`src/rtl/sbus_pkg.sv`:
```
package sbus_pkg;

   typedef enum logic [2:0] {
      SEL_RS1  = 3'd0,
      SEL_RS2  = 3'd1,
      SEL_RD   = 3'd2,
      SEL_PC   = 3'd3,
      SEL_LINK = 3'd4
   } regsel_e;

   typedef enum logic [2:0] {
      ALU_ADD   = 3'd0,
      ALU_SUB   = 3'd1,
      ALU_PASSA = 3'd2,
      ALU_AND   = 3'd3,
      ALU_OR    = 3'd4,
      ALU_XOR   = 3'd5,
      ALU_INC4  = 3'd6,
      ALU_JUMP  = 3'd7
   } aluop_e;

   typedef enum logic [1:0] {
      IMM_I  = 2'd0,
      IMM_BR = 2'd1,
      IMM_UP = 2'd2,
      IMM_IR = 2'd3
   } immsel_e;

   localparam int IR_W    = 32;
   localparam int FLD_W   = 5;
   localparam int RD_LSB  = 27;
   localparam int RS1_LSB = 22;
   localparam int RS2_LSB = 17;
   localparam int OPC_W   = 7;
   localparam int LINK_IX = 1;

endpackage

```
`src/rtl/sbus_regfile.sv`:
```
module sbus_regfile #(
   parameter int               XLEN     = 32,
   parameter int               NGPR     = 32,
   parameter logic [XLEN-1:0]  RESET_PC = '0,
   parameter int               IDXW     = $clog2(NGPR + 1)
) (
   input  logic            clk,
   input  logic            rst_n,
   input  logic [IDXW-1:0] idx,
   input  logic            we,
   input  logic [XLEN-1:0] wdata,
   output logic [XLEN-1:0] rdata
);
   localparam int NENT = NGPR + 1;

   logic [XLEN-1:0] ent [NENT];

   for (genvar g = 0; g < NENT; g++) begin : g_ent
      if (g == 0) begin : g_zero
         assign ent[g] = '0;
      end else begin : g_flop
         localparam logic [XLEN-1:0] RVAL = (g == NGPR) ? RESET_PC : '0;
         logic [XLEN-1:0] q;
         always_ff @(posedge clk or negedge rst_n) begin
            if (!rst_n)
               q <= RVAL;
            else if (we && (idx == IDXW'(g)))
               q <= wdata;
         end
         assign ent[g] = q;
      end
   end

   always_comb begin
      rdata = '0;
      if (int'(idx) < NENT)
         rdata = ent[idx];
   end

   // a write to a real entry is visible in that entry one cycle later
   a_r5_write_lands: assert property (@(posedge clk) disable iff (!rst_n)
      (we && idx != '0 && int'(idx) < NENT) |=> (ent[$past(idx)] == $past(wdata)));

endmodule

```
`src/rtl/sbus_immgen.sv`:
```
module sbus_immgen
   import sbus_pkg::*;
#(
   parameter int XLEN = 32
) (
   input  logic [IR_W-1:0] ir,
   input  immsel_e         sel,
   output logic [XLEN-1:0] imm
);
   logic [11:0] br_off;
   assign br_off = {ir[31:27], ir[16:10]};

   always_comb begin
      unique case (sel)
         IMM_I:   imm = XLEN'($signed(ir[21:10]));
         IMM_BR:  imm = XLEN'($signed({br_off, 1'b0}));
         IMM_UP:  imm = XLEN'($signed({ir[26:7], 12'h000}));
         default: imm = XLEN'(ir);
      endcase
   end

endmodule

```
`src/rtl/sbus_alu.sv`:
```
module sbus_alu
   import sbus_pkg::*;
#(
   parameter int XLEN = 32
) (
   input  logic [XLEN-1:0] a,
   input  logic [XLEN-1:0] b,
   input  aluop_e          op,
   output logic [XLEN-1:0] y
);
   logic [XLEN-1:0] jump_off;
   assign jump_off = XLEN'($signed({b[31:7], 1'b0}));

   always_comb begin
      unique case (op)
         ALU_ADD:   y = a + b;
         ALU_SUB:   y = a - b;
         ALU_PASSA: y = a;
         ALU_AND:   y = a & b;
         ALU_OR:    y = a | b;
         ALU_XOR:   y = a ^ b;
         ALU_INC4:  y = a + XLEN'(4);
         default:   y = a + jump_off;
      endcase
   end

endmodule

```
`src/rtl/sbus_datapath.sv`:
```
module sbus_datapath
   import sbus_pkg::*;
#(
   parameter int              XLEN     = 32,
   parameter int              NGPR     = 32,
   parameter logic [XLEN-1:0] RESET_PC = 'h200
) (
   input  logic             clk,
   input  logic             rst_n,
   input  logic [2:0]       reg_sel,
   input  logic             reg_wr,
   input  logic             reg_en,
   input  logic             ld_a,
   input  logic             ld_b,
   input  logic             ld_ma,
   input  logic             ld_ir,
   input  logic [2:0]       alu_op,
   input  logic             alu_en,
   input  logic [1:0]       imm_sel,
   input  logic             imm_en,
   input  logic             mem_en,
   input  logic             mem_wr,
   output logic [OPC_W-1:0] opcode,
   output logic             br_eq,
   output logic             busy,
   output logic [XLEN-1:0]  mem_addr,
   output logic [XLEN-1:0]  mem_wdata,
   input  logic [XLEN-1:0]  mem_rdata,
   output logic             mem_req,
   output logic             mem_we,
   input  logic             mem_busy
);
   localparam int IDXW = $clog2(NGPR + 1);

   if (XLEN < IR_W) begin : g_bad_xlen
      $error("XLEN must be at least the instruction width");
   end
   if (NGPR != (1 << FLD_W)) begin : g_bad_ngpr
      $error("NGPR must match the register field width");
   end

   logic [XLEN-1:0] bus, rf_rd, alu_y, imm_v;
   logic [XLEN-1:0] a_q, b_q, ma_q;
   logic [IR_W-1:0] ir_q;
   logic [IDXW-1:0] rf_idx;
   logic            mem_drive;

   always_comb begin
      unique case (regsel_e'(reg_sel))
         SEL_RS1:  rf_idx = IDXW'(ir_q[RS1_LSB +: FLD_W]);
         SEL_RS2:  rf_idx = IDXW'(ir_q[RS2_LSB +: FLD_W]);
         SEL_RD:   rf_idx = IDXW'(ir_q[RD_LSB +: FLD_W]);
         SEL_PC:   rf_idx = IDXW'(NGPR);
         SEL_LINK: rf_idx = IDXW'(LINK_IX);
         default:  rf_idx = '0;
      endcase
   end

   sbus_regfile #(.XLEN(XLEN), .NGPR(NGPR), .RESET_PC(RESET_PC), .IDXW(IDXW)) u_rf (
      .clk   (clk),
      .rst_n (rst_n),
      .idx   (rf_idx),
      .we    (reg_wr),
      .wdata (bus),
      .rdata (rf_rd)
   );

   sbus_alu #(.XLEN(XLEN)) u_alu (
      .a  (a_q),
      .b  (b_q),
      .op (aluop_e'(alu_op)),
      .y  (alu_y)
   );

   sbus_immgen #(.XLEN(XLEN)) u_imm (
      .ir  (ir_q),
      .sel (immsel_e'(imm_sel)),
      .imm (imm_v)
   );

   assign mem_drive = mem_en & ~mem_wr;

   assign bus = ({XLEN{reg_en}}    & rf_rd)
              | ({XLEN{mem_drive}} & mem_rdata)
              | ({XLEN{alu_en}}    & alu_y)
              | ({XLEN{imm_en}}    & imm_v);

   always_ff @(posedge clk or negedge rst_n) begin
      if (!rst_n) begin
         a_q  <= '0;
         b_q  <= '0;
         ma_q <= '0;
         ir_q <= '0;
      end else begin
         if (ld_a)  a_q  <= bus;
         if (ld_b)  b_q  <= bus;
         if (ld_ma) ma_q <= bus;
         if (ld_ir) ir_q <= bus[IR_W-1:0];
      end
   end

   assign opcode    = ir_q[OPC_W-1:0];
   assign br_eq     = (a_q == b_q);
   assign busy      = mem_busy;
   assign mem_addr  = ma_q;
   assign mem_wdata = bus;
   assign mem_req   = mem_en;
   assign mem_we    = mem_en & mem_wr;

   // never more than one bus source
   a_r2_single_driver: assert property (@(posedge clk) disable iff (!rst_n)
      $countones({reg_en, mem_drive, alu_en, imm_en}) <= 1);

   // latch A and IR hold what the bus carried at the load edge
   a_r3_a_capture: assert property (@(posedge clk) disable iff (!rst_n)
      ld_a |=> (a_q == $past(bus)));

   a_r3_ir_capture: assert property (@(posedge clk) disable iff (!rst_n)
      ld_ir |=> (ir_q == $past(bus[IR_W-1:0])));

   // address register is stable without its load strobe
   a_r3_ma_hold: assert property (@(posedge clk) disable iff (!rst_n)
      !ld_ma |=> $stable(ma_q));

   // reading entry 0 as the only source leaves the bus at zero
   a_r5_x0_zero: assert property (@(posedge clk) disable iff (!rst_n)
      (reg_en && rf_idx == '0 && !mem_drive && !alu_en && !imm_en) |-> (bus == '0));

endmodule

```
`config.mk`:
```
export PLATFORM = sky130hd
export DESIGN_NAME = sbus_datapath
export DESIGN_NICKNAME = d
export VERILOG_FILES = /design/src/rtl/sbus_pkg.sv /design/src/rtl/sbus_regfile.sv /design/src/rtl/sbus_immgen.sv /design/src/rtl/sbus_alu.sv /design/src/rtl/sbus_datapath.sv
export SDC_FILE = /design/constraint.sdc
export NUM_CORES = 2
export LEC_CHECK = 0
export BUFFER_PORTS_ARGS = -buffer_cell sky130_fd_sc_hd__buf_2
export CAP_MARGIN = 5
export CORE_UTILIZATION = 35
export CTS_BUF_LIST = sky130_fd_sc_hd__clkbuf_8
export DETAILED_ROUTE_END_ITERATION = 8
export PLACE_DENSITY = 0.58
export SKIP_CTS_REPAIR_TIMING = 1
export SYNTH_ARGS = -nofsm -noshare
export SYNTH_HDL_FRONTEND = slang
export SYNTH_SLANG_ARGS = --single-unit
export TNS_END_PERCENT = 5
```
`constraint.sdc`:
```
create_clock -name clk -period 3.8 [get_ports clk]
set_clock_uncertainty 0.2 [all_clocks]
set_input_delay 0.19 -clock clk [delete_from_list [all_inputs] [get_ports clk]]
set_output_delay 0.19 -clock clk [all_outputs]
set_load 0.005 [all_outputs]
```
Word level (Yosys, flattened, before mapping)
Index checks and enable logic that the tools add are counted.
{"block": "op_classes", "n_addsub": 4, "magnitude_cmp": 2, "n_eq_ne": 45, "muxes": 7, "bitwise": 14, "n_reduce_logical": 35}
{"cell": "32-bit case mux with 7 select lines", "n": 1}
{"cell": "32-bit binary-select mux with 6-bit select", "n": 1}
{"cell": "32-bit AND", "n": 5}
{"cell": "32-bit OR", "n": 4}
{"cell": "6-bit by 5-bit == test with 1-bit output, second input constant", "n": 16}
{"cell": "32-bit 2-to-1 mux", "n": 3}
{"cell": "32-bit case mux with 3 select lines", "n": 1}
{"cell": "32-bit adder", "n": 2}
{"cell": "6-bit by 4-bit == test with 1-bit output, second input constant", "n": 8}
{"cell": "32-bit by 3-bit adder with 32-bit output, second input constant", "n": 1}
{"cell": "32-bit == test", "n": 1}
{"cell": "1-bit logical AND", "n": 32}
{"cell": "32-bit subtractor", "n": 1}
{"cell": "32-bit XOR", "n": 1}
{"cell": "6-bit case mux with 5 select lines", "n": 1}
{"cell": "6-bit by 3-bit == test with 1-bit output, second input constant", "n": 4}
{"cell": "3-bit by 2-bit == test with 1-bit output, second input constant", "n": 4}
{"cell": "3-bit == test, second input constant", "n": 4}
{"cell": "6-bit by 2-bit == test with 1-bit output, second input constant", "n": 2}
{"cell": "7-bit >= comparator, second input constant", "n": 1}
{"cell": "6-bit NOT with 7-bit output", "n": 1}
{"cell": "3-bit by 1-bit == test with 1-bit output, second input constant", "n": 2}
{"cell": "6-bit by 1-bit == test with 1-bit output, second input constant", "n": 1}
{"cell": "6-bit == test, second input constant", "n": 1}
{"cell": "other kinds (7)", "n": 9}
{"block": "totals", "ff_bits": 1152, "in_bits": 53, "out_inout_bits": 75, "wordCells": 143}

Depth between registers and ports, before layout
{"block": "depth", "word_depth": 11, "depth_mapped": 17, "depth_no_buf": 14}

Modules after synthesis
Synthesis repeated with hierarchy kept, for this count alone.
{"block": "unflattened", "hier_cells": 4753, "hier_area_um2": 60643.2}
{"mod": "sbus_regfile", "n_inst": 1, "cells_per_inst": 2983, "area_per_inst_um2": 46878.7, "seq_area_each_um2": 25625.8}
{"mod": "sbus_alu", "n_inst": 1, "cells_per_inst": 1081, "area_per_inst_um2": 7170.6, "seq_area_each_um2": 0.0}
{"mod": "sbus_datapath", "n_inst": 1, "cells_per_inst": 600, "area_per_inst_um2": 5851.9, "seq_area_each_um2": 3203.1}
{"mod": "sbus_immgen", "n_inst": 1, "cells_per_inst": 89, "area_per_inst_um2": 742.0, "seq_area_each_um2": 0.0}

Worst setup path after synthesis
Ideal clock, no wire load.
{"block": "synth_timing", "kind": "reg2out", "from": "register a_q[7]", "to": "output port mem_wdata[21]", "arrival_ns": 3.383, "required_time_ns": 3.410, "path_slack_ns": 0.027, "path_stages_with_launch": 15, "path_buffers": 3, "path_cell_list": "dfrtp_1 buf_2 inv_1 ha_1 buf_6 or4_4 a211oi_2 o31ai_2 a21oi_4 mux2i_1 a311oi_2 a21oi_1 a2111oi_4 buf_6 inv_2"}
{"block": "synth_via", "elab_chain_len": 5, "word_cells_on_any_way": 8, "cone_classes": "4 x add/sub; 1 x mux; 3 x bitwise"}
{"element": "start, declared", "line_no": "sbus_datapath.sv:43", "text": "logic [XLEN-1:0] a_q, b_q, ma_q;"}
{"element": "start signal, assigned", "line_no": "sbus_datapath.sv:95", "text": "if (ld_a) a_q <= bus;"}
{"element": "32-bit adder (tied with other cells)", "line_no": "sbus_alu.sv:23", "text": "default: y = a + jump_off;"}
{"element": "32-bit case mux with 7 select lines (*)", "line_no": "sbus_alu.sv:15", "text": "unique case (op)"}
{"element": "32-bit AND (*)", "line_no": "sbus_datapath.sv:85", "text": "| ({XLEN{alu_en}} & alu_y)"}
{"element": "32-bit OR (*)", "line_no": "sbus_datapath.sv:85"}
{"element": "32-bit OR (*)", "line_no": "sbus_datapath.sv:86", "text": "| ({XLEN{imm_en}} & imm_v);"}
{"element": "end, declared", "line_no": "sbus_datapath.sv:27", "text": "output logic [XLEN-1:0] mem_wdata,"}
Mark *: on every way between the ends. The rest lies on a longest branch, timed or not.

Final worst setup path
{"block": "layout_timing", "from": "register ir_q[23]", "to": "output port mem_wdata[22]"}
{"block": "layout_via", "elab_chain_len": 10, "word_cells_on_any_way": 11, "cone_classes": "1 x order compare; 5 x mux; 5 x bitwise"}
{"element": "start, declared", "line_no": "sbus_datapath.sv:44", "text": "logic [IR_W-1:0] ir_q;"}
{"element": "start signal, assigned", "line_no": "sbus_datapath.sv:98", "text": "if (ld_ir) ir_q <= bus[IR_W-1:0];"}
{"element": "6-bit case mux with 5 select lines (*)", "line_no": "sbus_datapath.sv:49", "text": "unique case (regsel_e'(reg_sel))"}
{"element": "6-bit NOT with 7-bit output (not written as such)", "line_no": "sbus_regfile.sv:37", "text": "rdata = ent[idx];"}
{"element": "32-bit binary-select mux with 6-bit select", "line_no": "sbus_regfile.sv:37"}
{"element": "32-bit 2-to-1 mux (not written as such) (2 in a row)", "line_no": "sbus_regfile.sv:37"}
{"element": "32-bit 2-to-1 mux (*)", "line_no": "sbus_regfile.sv:36", "text": "if (int'(idx) < NENT)"}
{"element": "32-bit AND (*)", "line_no": "sbus_datapath.sv:83", "text": "assign bus = ({XLEN{reg_en}} & rf_rd)"}
{"element": "32-bit OR (*)", "line_no": "sbus_datapath.sv:84", "text": "| ({XLEN{mem_drive}} & mem_rdata)"}
{"element": "32-bit OR (*)", "line_no": "sbus_datapath.sv:85"}
{"element": "32-bit OR (*)", "line_no": "sbus_datapath.sv:86"}
Mark *: on every way between the ends. The rest lies on a longest branch, timed or not. The select of a mux whose other input is x is not followed.

==> load_flow_metrics.sql <==
INSERT INTO impl_metrics (metric_group, metric, value, unit) VALUES
('worst_setup_path', 'critical_path.max_stage_delay', '0.58', 'ns'),
('yosys', 'synth_cell_type_count', '100', ''),
('placed_design', 'io_buffers', '125', ''),
('clock_tree', 'clk_root_buffer_cell', 'sky130_fd_sc_hd__clkbuf_8', ''),
('timing', 'layout_min_cycle_time', '4.963', 'ns'),
('yosys', 'synthFlopType', 'sky130_fd_sc_hd__dfrtp_1', ''),
('timing', 'finalWorstSetupSlack', '-1.163', 'ns'),
('clock_tree', 'cts_num_sinks', '1152', ''),
('yosys', 'synth_sequential_area_ratio', '0.4747', ''),
('die', 'die_width', '418.5', 'um'),
('yosys', 'yosys_register_bits', '1152', ''),
('pwr', 'cellPowerDensity', '758.1', 'nW/um^2'),
('global_routing', 'globalRouteOverflowTotal', '0', ''),
('die', 'initial_utilization', '0.3532', ''),
('timing', 'final_number_of_hold_violating_endpoints', '1', ''),
('clock_tree', 'cts.reportedPaths.clkPinSlew', '0.06', 'ns'),
('timing', 'count_of_pins_over_their_slew_limit', '0', ''),
('die', 'core-area', '171900', 'um^2'),
('timing', 'finalHoldWorstSlack', '-0.0002540', 'ns'),
('timing', 'total_negative_slack_for_setup_checks', '-81.18', 'ns'),
('routing', 'initialDrtViolationCount', '6619', ''),
('yosys', 'synth-edff-count', '0', ''),
('worst_setup_path', 'timing.critical_path.cells', 'mux2_4, a21o_4, buf_12, buf_4, nand2_1, a21oi_1, a211oi_1, or3_1, nand3_1, a221oi_4, o21a_4, inv_1, buf_2', ''),
('final_layout', 'finished_layout_cell_area', '78870', 'um^2'),
('routing', 'drt-wirelength-per-cell', '24.18', 'um'),
('die', 'fp.dieH', '418.5', 'um'),
('timing', 'max-slew-margin-rel', '0.2083', ''),
('outcome', 'failing_checks', 'negative hold slack, negative setup slack', ''),
('job', 'drv_cap', '0', ''),
('clock_tree', 'cts_tree', 'built', ''),
('routing', 'routed_vias', '59670', ''),
('worst_hold_path', 'min-delay-path-class', 'input port to flop', ''),
('yosys', 'synth-async-reset-ratio', '1.000', ''),
('placed_design', 'dpl_cell_area', '71270', 'um^2'),
('yosys', 'number_of_warnings_issued_by_yosys', '0', ''),
('final_layout', 'filler_cell_count', '16840', ''),
('pwr', 'vdd.ir_drop.worst', '0.3881', 'mV'),
('routing', 'final_antenna_net_count', '0', ''),
('global_routing', 'grt_pass1_vias', '55310', ''),
('yosys', 'synthMostInstantiatedCell', 'sky130_fd_sc_hd__a21oi_1', ''),
('placed_design', 'dp.final_hpwl', '174700', 'um'),
('worst_setup_path', 'crit_path_top_delay_cell', 'sky130_fd_sc_hd__a221oi_4', ''),
('worst_setup_path', 'worstSetupEndpointType', 'primary output', ''),
('global_routing', 'grt_max_degree', '130', ''),
('pwr', 'p_int', '35700', 'uW'),
('pwr', 'clkPwrFrac', '0.195', ''),
('die', 'floorplan.io_pins', '128', ''),
('placed_design', 'finalWeightedCongestion', '0.9480', ''),
('global_routing', 'groute.usage.overall', '0.2824', ''),
('final_layout', 'final_net_count', '8423', ''),
('outcome', 'run_status', 'finished with violations', ''),
('die', 'dieArea', '175200', 'um^2'),
('routing', 'drt_pass1_iterations', '7', ''),
('pwr', 'seqPwrFrac', '0.330', ''),
('timing', 'setup_viol', '491', ''),
('pwr', 'leakage', '0.03533', 'uW'),
('yosys', 'yosysTopAreaCellShare', '0.4743', ''),
('yosys', 'yosys-top-cells-count', 'sky130_fd_sc_hd__a21oi_1, sky130_fd_sc_hd__nor2_1, sky130_fd_sc_hd__dfrtp_1, sky130_fd_sc_hd__nand2_1, sky130_fd_sc_hd__nand3_1', ''),
('routing', 'drc', '0', ''),
('worst_setup_path', 'crit_path_max_fanout', '15', ''),
('worst_setup_path', 'crit_required', '3.41', 'ns'),
('timing', 'worst-slew-pin-transition', '1.175', 'ns'),
('pwr', 'total_switching_power', '24090', 'uW'),
('timing', 'finalCritPeriodShare', '1.306', ''),
('clock_tree', 'cts-buffers-inserted', '199', ''),
('die', 'placementRows', '152', ''),
('yosys', 'gate_count_after_technology_mapping', '7316', ''),
('clock_tree', 'worstSkewPairLatency', '1.01', 'ns'),
('yosys', 'post_synth_main_area_contributors', 'sky130_fd_sc_hd__dfrtp_1, sky130_fd_sc_hd__a21oi_1, sky130_fd_sc_hd__nor2_1', ''),
('routing', 'post_drt_via_cell_ratio', '5.575', ''),
('global_routing', 'antenna_found_initial', '12', '');
-- critical path, delay by kind of cell (launching register included) --
family	cells	cell delay, ns
buffers and inverters	4	0.65
multiplexers	1	0.32
AO/OA/AOI/OAI	5	1.55
flip-flops	1	0.43
AND/OR/NAND/NOR	3	0.60
-- routing by layer --
| metal | global-route usage | share of wire |
|---|---|---|
| met5 | 0 | 0.00010 |
| met3 | 0.04759 | 0.088 |
| met1 | 0.3917 | 0.43 |
| met2 | 0.4308 | 0.44 |
| met4 | 0.1257 | 0.045 |
-- worst paths after layout --
| kind | startpoint | to | slack, ns | cells past startpoint |
|---|---|---|---|---|
| setup / recovery | ir_q[23]$_DFFE_PN0P_ | mem_wdata[22] | -1.16 | 13 |
| hold / removal | mem_rdata[1] | u_rf.g_ent[32].g_flop.q[1]$_DFFE_PN0P_ | -0.0003 | 5 |
| setup reg to reg | b_q[0]$_DFFE_PN0P_ | u_rf.g_ent[19].g_flop.q[30]$_DFFE_PN0P_ | -0.39 | 19 |
| hold reg to reg | u_rf.g_ent[32].g_flop.q[3]$_DFFE_PN0P_ | u_rf.g_ent[32].g_flop.q[3]$_DFFE_PN0P_ | 0.28 | 2 |
| max in group asynchronous | rst_n | b_q[26]$_DFFE_PN0P_ | 1.89 | 6 |
| min in group asynchronous | rst_n | u_rf.g_ent[30].g_flop.q[15]$_DFFE_PN0P_ | 0.31 | 4 |
-- per-stage QoR --
stage | utilization | instances | setup slack, ns | total power (uW)
after floorplan | - | 7316 | 0.02651 | 33220
after global placement | 0.4145 | 10170 | -0.6558 | 44590
after detailed placement | 0.4145 | 10170 | -0.6630 | 45050
after CTS | 0.4381 | 10530 | -1.743 | 56820
after global routing | 0.4587 | 10700 | -1.310 | 63270
final | 0.4587 | 10700 | -1.163 | 59790
-- layout by cell type (no fill, tap or decap), types with 13 or more instances in the layout --
cell type and n:
sky130_fd_sc_hd__clkbuf_16 15, sky130_fd_sc_hd__a211oi_1 65, sky130_fd_sc_hd__buf_4 977, sky130_fd_sc_hd__o22ai_1 19, sky130_fd_sc_hd__clkbuf_8 248, sky130_fd_sc_hd__buf_6 42, sky130_fd_sc_hd__dlygate4sd3_1 38, sky130_fd_sc_hd__nand3_1 278
sky130_fd_sc_hd__nor2_4 37, sky130_fd_sc_hd__a311oi_1 26, sky130_fd_sc_hd__nor3_1 39, sky130_fd_sc_hd__ha_1 117, sky130_fd_sc_hd__a21o_1 35, sky130_fd_sc_hd__o21ai_1 23, sky130_fd_sc_hd__a21oi_2 89, sky130_fd_sc_hd__o21ai_0 174
sky130_fd_sc_hd__xnor2_1 39, sky130_fd_sc_hd__and3_1 109, sky130_fd_sc_hd__inv_1 172, sky130_fd_sc_hd__o31ai_1 16, sky130_fd_sc_hd__a32oi_1 26, sky130_fd_sc_hd__a21oi_1 1291, sky130_fd_sc_hd__nor4_1 28, sky130_fd_sc_hd__o221ai_1 18
sky130_fd_sc_hd__a31oi_1 74, sky130_fd_sc_hd__clkinv_2 25, sky130_fd_sc_hd__mux2i_1 72, sky130_fd_sc_hd__buf_12 151, sky130_fd_sc_hd__ha_4 15, sky130_fd_sc_hd__a22oi_1 29, sky130_fd_sc_hd__nor2_1 1263, sky130_fd_sc_hd__o21a_1 13
sky130_fd_sc_hd__nor2b_1 15, sky130_fd_sc_hd__buf_2 121, sky130_fd_sc_hd__and3_4 13, sky130_fd_sc_hd__inv_2 22, sky130_fd_sc_hd__o211ai_1 20, sky130_fd_sc_hd__nand2_1 1027, sky130_fd_sc_hd__nand4_1 40, sky130_fd_sc_hd__dfrtp_1 1142
-- area by class of cell --
| class | instances | area (um^2) | share of cell area |
|---|---|---|---|
| multi-input combinational | 5391 | 30160 | 0.3824 |
| sequential | 1152 | 28840 | 0.3657 |
| timing repair buffer | 1352 | 12390 | 0.1571 |
| clock buffer | 248 | 3413 | 0.04328 |
| tap | 2310 | 2890 | 0.03665 |
| clock inverter | 105 | 646.9 | 0.008202 |
| inverter | 136 | 510.5 | 0.006473 |
| antenna | 8 | 20.02 | 0.0002538 |
-- power by group through the flow --
stage / Clock, uW / Combinational [uW] / Sequential (uW)
global route: 12400 / 30700 / 20200
global placement: 0 / 25000 / 19600
detailed placement: 0 / 25300 / 19800
finish: 11700 / 28400 / 19700
floorplan: 0 / 14000 / 19200
CTS: 11800 / 25400 / 19600
-- sequential cells by signal (all words and copies together) (netlist names) --
signal	count
ir_q	32
mem_addr	32
b_q	32
a_q	32
u_rf.g_ent.g_flop.q	1024
-- logic make-up after synthesis --
family | count (synthesis) | share of synthesized area
AO/OA/AOI/OAI | 2139 | 0.2090
XOR/XNOR | 53 | 0.007644
flip-flops | 1152 | 0.4747
buffers and inverters | 775 | 0.06023
AND/OR/NAND/NOR | 2981 | 0.2065
adder cells (fa/ha/maj) | 138 | 0.02880
multiplexers | 78 | 0.01302
Note: power is estimated with default switching activity, not from simulation.
